==> config.mk <==
export PLATFORM = sky130hd
export DESIGN_NAME = nib_table_reader
export DESIGN_NICKNAME = d
export VERILOG_FILES = /design/src/rtl/nibtab_pkg.sv /design/src/rtl/nt_pointer.sv /design/src/rtl/nt_fetch.sv /design/src/rtl/nib_table_reader.sv
export SDC_FILE = /design/constraint.sdc
export NUM_CORES = 1
export LEC_CHECK = 0
export ABC_AREA = 1
export BUFFER_PORTS_ARGS = -buffer_cell sky130_fd_sc_hd__clkbuf_2
export CAP_MARGIN = 20
export CORE_AREA = 5 5 58 60
export CTS_CLUSTER_DIAMETER = 80
export DETAILED_ROUTE_END_ITERATION = 12
export DIE_AREA = 0 0 63 65
export GPL_ROUTABILITY_DRIVEN = 0
export SETUP_SLACK_MARGIN = 0.2
export SLEW_MARGIN = 15
export SYNTH_ARGS = -nofsm -noshare
export SYNTH_HDL_FRONTEND = slang
export SYNTH_HIERARCHICAL = 1
export SYNTH_SLANG_ARGS = --single-unit
export TNS_END_PERCENT = 10
==> constraint.sdc <==
create_clock -name clk -period 2.1 [get_ports clk]
set_clock_uncertainty 0.15 [all_clocks]
set_input_delay 0.105 -clock clk [delete_from_list [all_inputs] [get_ports clk]]
set_output_delay 0.105 -clock clk [all_outputs]
set_load 0.005 [all_outputs]
==> src/rtl/nibtab_pkg.sv <==
package nibtab_pkg;
    localparam int NIB_W  = 4;
    localparam int PTR_W  = 12;
    localparam int BYTE_W = 2 * NIB_W;

    typedef enum logic [1:0] {
        RD_NONE = 2'd0,
        RD_LO   = 2'd1,
        RD_HI   = 2'd2
    } rd_kind_e;

    typedef struct packed {
        logic valid;
        logic hi;
    } pend_t;

    // High read dominates when both commands arrive together
    function automatic rd_kind_e decode_rd(input logic lo, input logic hi);
        if (hi)      return RD_HI;
        else if (lo) return RD_LO;
        else         return RD_NONE;
    endfunction

    function automatic logic [NIB_W-1:0] pick_nib(input logic [BYTE_W-1:0] b,
                                                  input logic hi);
        return hi ? b[BYTE_W-1:NIB_W] : b[NIB_W-1:0];
    endfunction
endpackage

==> src/rtl/nt_pointer.sv <==
module nt_pointer
    import nibtab_pkg::*;
#(
    parameter int P_W = PTR_W,
    parameter int N_W = NIB_W
) (
    input  logic                     clk,
    input  logic                     rst,
    input  logic [N_W-1:0]           acc,
    input  logic [P_W/N_W-1:0]       fld_wr,
    input  logic                     inc,
    output logic [P_W-1:0]           ptr
);
    localparam int NF = P_W / N_W;

    logic           any_wr;
    logic [P_W-1:0] ptr_inc;

    assign any_wr  = |fld_wr;
    assign ptr_inc = ptr + {{(P_W-1){1'b0}}, 1'b1};

    for (genvar g = 0; g < NF; g++) begin : g_fld
        logic [N_W-1:0] fld_q;
        always_ff @(posedge clk) begin
            if (rst) begin
                fld_q <= '0;
            end else if (any_wr) begin
                if (fld_wr[g]) fld_q <= acc;
            end else if (inc) begin
                fld_q <= ptr_inc[g*N_W +: N_W];
            end
        end
        assign ptr[g*N_W +: N_W] = fld_q;
    end
endmodule

==> src/rtl/nt_fetch.sv <==
module nt_fetch
    import nibtab_pkg::*;
(
    input  logic              clk,
    input  logic              rst,
    input  rd_kind_e          kind,
    input  logic [BYTE_W-1:0] rom_data,
    output logic              rd_en,
    output logic [NIB_W-1:0]  nib,
    output logic              nib_valid
);
    pend_t pend_q;

    assign rd_en = (kind != RD_NONE);

    always_ff @(posedge clk) begin
        if (rst) begin
            pend_q <= '0;
        end else begin
            pend_q.valid <= rd_en;
            pend_q.hi    <= (kind == RD_HI);
        end
    end

    assign nib_valid = pend_q.valid;
    assign nib       = pend_q.valid ? pick_nib(rom_data, pend_q.hi) : '0;
endmodule

==> src/rtl/nib_table_reader.sv <==
module nib_table_reader
    import nibtab_pkg::*;
(
    input  logic              clk,
    input  logic              rst,
    input  logic [NIB_W-1:0]  acc_in,
    input  logic              wr_ptr_lo,
    input  logic              wr_ptr_mid,
    input  logic              wr_ptr_hi,
    input  logic              rd_lo_cmd,
    input  logic              rd_hi_cmd,
    output logic [PTR_W:0]    rom_addr,
    output logic              rom_rd_en,
    input  logic [BYTE_W-1:0] rom_data,
    output logic [NIB_W-1:0]  result,
    output logic              result_valid
);
    localparam int NF = PTR_W / NIB_W;

    rd_kind_e         kind;
    logic [PTR_W-1:0] ptr;
    logic [NF-1:0]    fld_wr;

    assign kind   = decode_rd(rd_lo_cmd, rd_hi_cmd);
    assign fld_wr = {wr_ptr_hi, wr_ptr_mid, wr_ptr_lo};

    nt_pointer #(.P_W(PTR_W), .N_W(NIB_W)) u_ptr (
        .clk    (clk),
        .rst    (rst),
        .acc    (acc_in),
        .fld_wr (fld_wr),
        .inc    (kind == RD_HI),
        .ptr    (ptr)
    );

    nt_fetch u_fetch (
        .clk       (clk),
        .rst       (rst),
        .kind      (kind),
        .rom_data  (rom_data),
        .rd_en     (rom_rd_en),
        .nib       (result),
        .nib_valid (result_valid)
    );

    // Upper bank: base is 2**PTR_W
    assign rom_addr = {1'b1, ptr};
endmodule

# --- After elaboration in Yosys (flattened, before gate mapping) ---
# Cells that the tools add are included.
word_totals:
  ff_bits: 14
  input_bits: 19
  output_inout_bits: 19
  word_cells: 29
classes:
  add_sub_neg: 1
  n_eq_ne: 4
  muxes: 13
  n_reduce_logical: 6
ops:
  columns: ["cell", "count"]
  rows:
  - ["$mux W4", 11]
  - ["$add A12 B1 Y12 const B", 1]
  - ["$ne A2 B2 Y1 const B", 3]
  - ["$reduce_and A2 Y1", 3]
  - ["$reduce_bool A2 Y1", 2]
  - ["$reduce_or A3 Y1", 1]
  - ["$eq A2 B2 Y1 const B", 1]
  - ["$mux W2", 1]
  - ["$mux W1", 1]

# --- Depth between registers and ports, before layout ---
logic_depth:
  depth_word: 5
  mapped_depth: 7
  mapped_depth_nobuf: 7

# --- Modules after synthesis ---
# The synthesis kept the hierarchy.
modules_own_cells:
  columns: ["module", "instances", "cells_per_inst", "area_per_inst_um2", "seq_area_each_um2"]
  rows:
  - ["nt_pointer", 1, 133, 823.3, 240.2]
  - ["nt_fetch", 1, 28, 147.6, 40.0]
  - ["nib_table_reader", 1, 5, 22.5, 0.0]

# --- Worst setup path after synthesis ---
# Ideal clock, no wire load.
synth_timing:
  path_kind: "reg2reg"
  from: "reg u_ptr.g_fld[0].fld_q[0]"
  to: "reg u_ptr.g_fld[1].fld_q[2]"
  t_arrival_ns: 1.142
  required_time_ns: 1.831
  path_slack_ns: 0.688
  stages_incl_launch_ff: 7
  n_path_buf: 0
  period_less_slack_ns: 1.412
  path_cell_list: "dfxtp_1 ha_1 nand3_1 nor2_4 or2_2 nand3_1 a21oi_1"
synth_via:
  elab_chain_len: 3
synth_lines:
  columns: ["item", "line", "rtl"]
  rows:
  - ["start: declaration", "nt_pointer.sv:23", "logic [N_W-1:0] fld_q;"]
  - ["start signal: assignment", "nt_pointer.sv:30", "fld_q <= ptr_inc[g*N_W +: N_W];"]
  - ["$add A12 B1 Y12", "nt_pointer.sv:20", "assign ptr_inc = ptr + {{(P_W-1){1'b0}}, 1'b1};"]
  - ["$mux W4", "nt_pointer.sv:29", "end else if (inc) begin"]
  - ["$mux W4", "nt_pointer.sv:27", "end else if (any_wr) begin"]
  - ["end signal: assignment", "nt_pointer.sv:30", null]
  - ["end: declaration", "nt_pointer.sv:23", null]
# Every way passes these cells. The select of a mux whose other input is x is not followed.
# A chain may end at the register's enable or synchronous reset.

# --- Worst setup path after layout ---
layout_timing:
  from: "in rd_hi_cmd"
  to: "reg u_fetch.pend_q (netlist bit u_fetch/nib_valid)"
layout_via:
  elab_chain_len: 2
layout_lines:
  columns: ["item", "line", "rtl"]
  rows:
  - ["start: declaration", "nib_table_reader.sv:11", "input logic rd_hi_cmd,"]
  - ["$mux W2", "nibtab_pkg.sv:19", "if (hi) return RD_HI;"]
  - ["net kind[0]", "nib_table_reader.sv:20", "rd_kind_e kind;"]
  - ["$reduce_bool A2 Y1", "nt_fetch.sv:14", "assign rd_en = (kind != RD_NONE);"]
  - ["end: declaration", "nt_fetch.sv:12", "pend_t pend_q;"]
# The timed path passes the listed nets, and every way through them passes these cells.

==> flow_summary.yaml <==
place:
  port-buffer-count: 36
  dpl.hpwl_um: 1940
pwr:
  p_per_area_nw_per_um2: 491
  netSwitchingPower_mw: 0.187
  p_clk_share_pct: 24.4
  p_int_mw: 0.420
  ir_drop_mv: 0.303
  p_comb_share_pct: 23.7
  swShare_pct: 30.9
  total_power_mw: 0.607
  seqPwrFrac_pct: 51.9
  leakagePower_nw: 0.666
logic_synthesis:
  syn-num-nets: 186
  ys_top_cells_by_count: "37 x nand2_1, 27 x nor2_1, 26 x inv_1, 15 x nand3_1"
  ys_top_cells_by_area: "dfxtp_1 28%, nand2_1 14%, nor2_1 10%"
  ys_ff_latch: 14
  yosys_warnings: 6
  avgSynthCellArea_um2: 5.98
  synth_fa_ha_area_share_pct: 1.26
  ys_async_sr_fraction_pct: 0
  synth.mux.area_fraction_pct: 0
  syn_inst: 166
  synth-xor-area-share_pct: 0.882
  syn_area_um2: 993
  yosys.area_share.simple_pct: 42.3
  synthFlopType: "dfxtp_1"
  synth-edff-count: 0
  synth.top_cell.area_share_pct: 28.2
  ys_seq_area_share_pct: 28.2
  ys_types: 23
  synth_top_area_cell: "dfxtp_1"
  synth_most_common_cell: "nand2_1"
  synth_top_family_by_area: "simple AND/OR/NAND/NOR gates"
  synth_compound_area_share_pct: 13.4
critical_path:
  reg2reg_slack_ns: 0.59
  crit_path_end_kind: "flip-flop"
  path_class: "in -> reg"
  crit_required_ns: 2.17
  arrival_ns: 1.69
  worst-path-max-fanout: 3
  regToRegStartpoint: "u_ptr/g_fld[0].fld_q[0]"
  startpoint_type: "input port"
  ff2ff_path_depth: 7
  r2r_end: "u_ptr/g_fld[2].fld_q[0]"
floorplanning:
  die_area_um2: 4100
  ios: 38
  core_um2: 2880
  fp.dieW_um: 63
  initial_core_util_pct: 34.5
  row_count: 20
  die_h_um: 65
min_path:
  min_from: "rd_lo_cmd"
  hold_path_class: "in -> reg"
  hold_depth: 4
  hold_path_end: "u_fetch/pend_q[0]"
global_routing:
  overflow: 0
  grt_pass1_wl_um: 4410
  grt_pass1_vias: 1016
  antenna_found_initial: 0
  grtUsageTotal_pct: 13.1
  grt_start_max_net_pins: 13
route:
  vias_per_cell: 4.56
  wl_per_cell_um: 10.5
  drc: 0
  drt_iter0_markers: 42
  drtPass1Iterations: 4
  via_count: 1080
  antenna_left: 0
  wirelength_um: 2490
timing:
  max_freq_mhz: 616
  rsz0062_at_grt: "no"
  tns_ns: 0
  period_needed_ns: 1.62
  finalSetupViolations: 0
  maxSlewViolCount: 0
  finalHoldViolCount: 0
  fin_crit_sh_pct: 77.3
  whs_ns: 0.0135
clock_tree:
  path_clk_slew_ns: 0.08
  numCtsBuffers: 3
  cts_tree: "yes"
  root_buffer: "clkbuf_4"
  numClockSinks: 14
  clock_latency_ns: 0.27
  cts.path.max_buffers: 2
  h-tree-depth: 1
  cts-resized-gates: 0
run:
  drv_cap: 0
finish:
  drive_gt1_share_pct: 23.5
  final_util_pct: 43.0
  insertedDiodeCount: 0
  nNetsFinal: 226
  n_fill_cell: 321
  area_growth_pct: 24.6
status:
  status: "finished, final reports clean"
==> sequential cells by signal, indices dropped and copies added (netlist names) <==
signal / count
u_ptr/g_fld.fld_q: 12
u_fetch/nib_valid: 1
u_fetch/pend_q: 1
==> final cells by class <==
type | instances | area [um2] | area share, %
Multi-Input combinational cell | 121 | 578 | 46.7
Clock buffer | 3 | 22.5 | 1.82
Timing Repair Buffer | 40 | 218 | 17.6
Sequential cell | 14 | 280 | 22.6
Inverter | 26 | 97.6 | 7.89
Tap cell | 33 | 41.3 | 3.34
==> critical path: stages <==
cell and delay (ns):
dlygate4sd3_1 0.54, clkbuf_2 0.14, nor2_1 0.14, inv_1 0.07, a21oi_1 0.14, dlygate4sd3_1 0.55
==> per-layer routing <==
metal / share of wire [%] / GRT usage [%] / vias to the layer above / routed length [um]
li1: - / - / 591 / -
met1: 46 / 16.1 / 456 / 1150
met2: 46 / 22.8 / 31 / 1150
met3: 6.9 / 2.08 / 2 / 173
met4: 0.60 / 4.77 / 0 / 15
met5: 0 / 0 / - / 0
==> per-stage QoR <==
step / setup slack, ns / std cells / instance area (um2)
floorplan: 0.688 / 166 / 993
detailed placement: 0.597 / 231 / 1180
finish: 0.478 / 237 / 1240
CTS: 0.509 / 237 / 1240
global route: 0.405 / 237 / 1240
global placement: 0.620 / 231 / 1180
==> cells by family (layout without fill, tap and decap cells) <==
kind of cell | after synthesis | in the layout
buf+inv | 31 | 69
other cells | 1 | 1
xor+xnor | 1 | 1
fa+ha+maj | 1 | 1
simple gates | 92 | 92
compound gates | 26 | 26
flops | 14 | 14
==> placed cells by master (no fill, tap or decap), types with 3 or more instances in the layout <==
master / n
nand2_1: 37
clkbuf_2: 36
nor2_1: 27
inv_1: 26
nand3_1: 15
dfxtp_1: 14
o21ai_0: 14
a21oi_1: 11
clkbuf_4: 3
dlygate4sd3_1: 3
and2_1: 3
==> how the worst max path moves through the flow <==
stage	endpoint	slack (ns)	start
finish	u_fetch/nib_valid	0.48	rd_hi_cmd
floorplan	u_ptr/g_fld[1].fld_q[2]	0.69	u_ptr/g_fld[0].fld_q[0]
detailed placement	u_ptr/g_fld[2].fld_q[0]	0.60	u_ptr/g_fld[0].fld_q[0]
CTS	u_fetch/nib_valid	0.51	rd_hi_cmd
global route	u_fetch/nib_valid	0.40	rd_hi_cmd
global placement	u_ptr/g_fld[2].fld_q[2]	0.62	u_ptr/g_fld[0].fld_q[0]
==> what timing repair did <==
action / CTS / global route
setup buffers: 0 / 0
hold endpoints to repair: 2 / 0
hold buffers: 3 / 0
==> power by group through the flow <==
stage / clock network [mW] / logic (mW) / registers (mW)
floorplan: 0 / 0.0857 / 0.315
CTS: 0.157 / 0.146 / 0.316
detailed placement: 0 / 0.140 / 0.322
global placement: 0 / 0.140 / 0.322
finish: 0.148 / 0.144 / 0.315
global route: 0.164 / 0.167 / 0.321
Note: power is estimated with default switching activity, not from simulation.
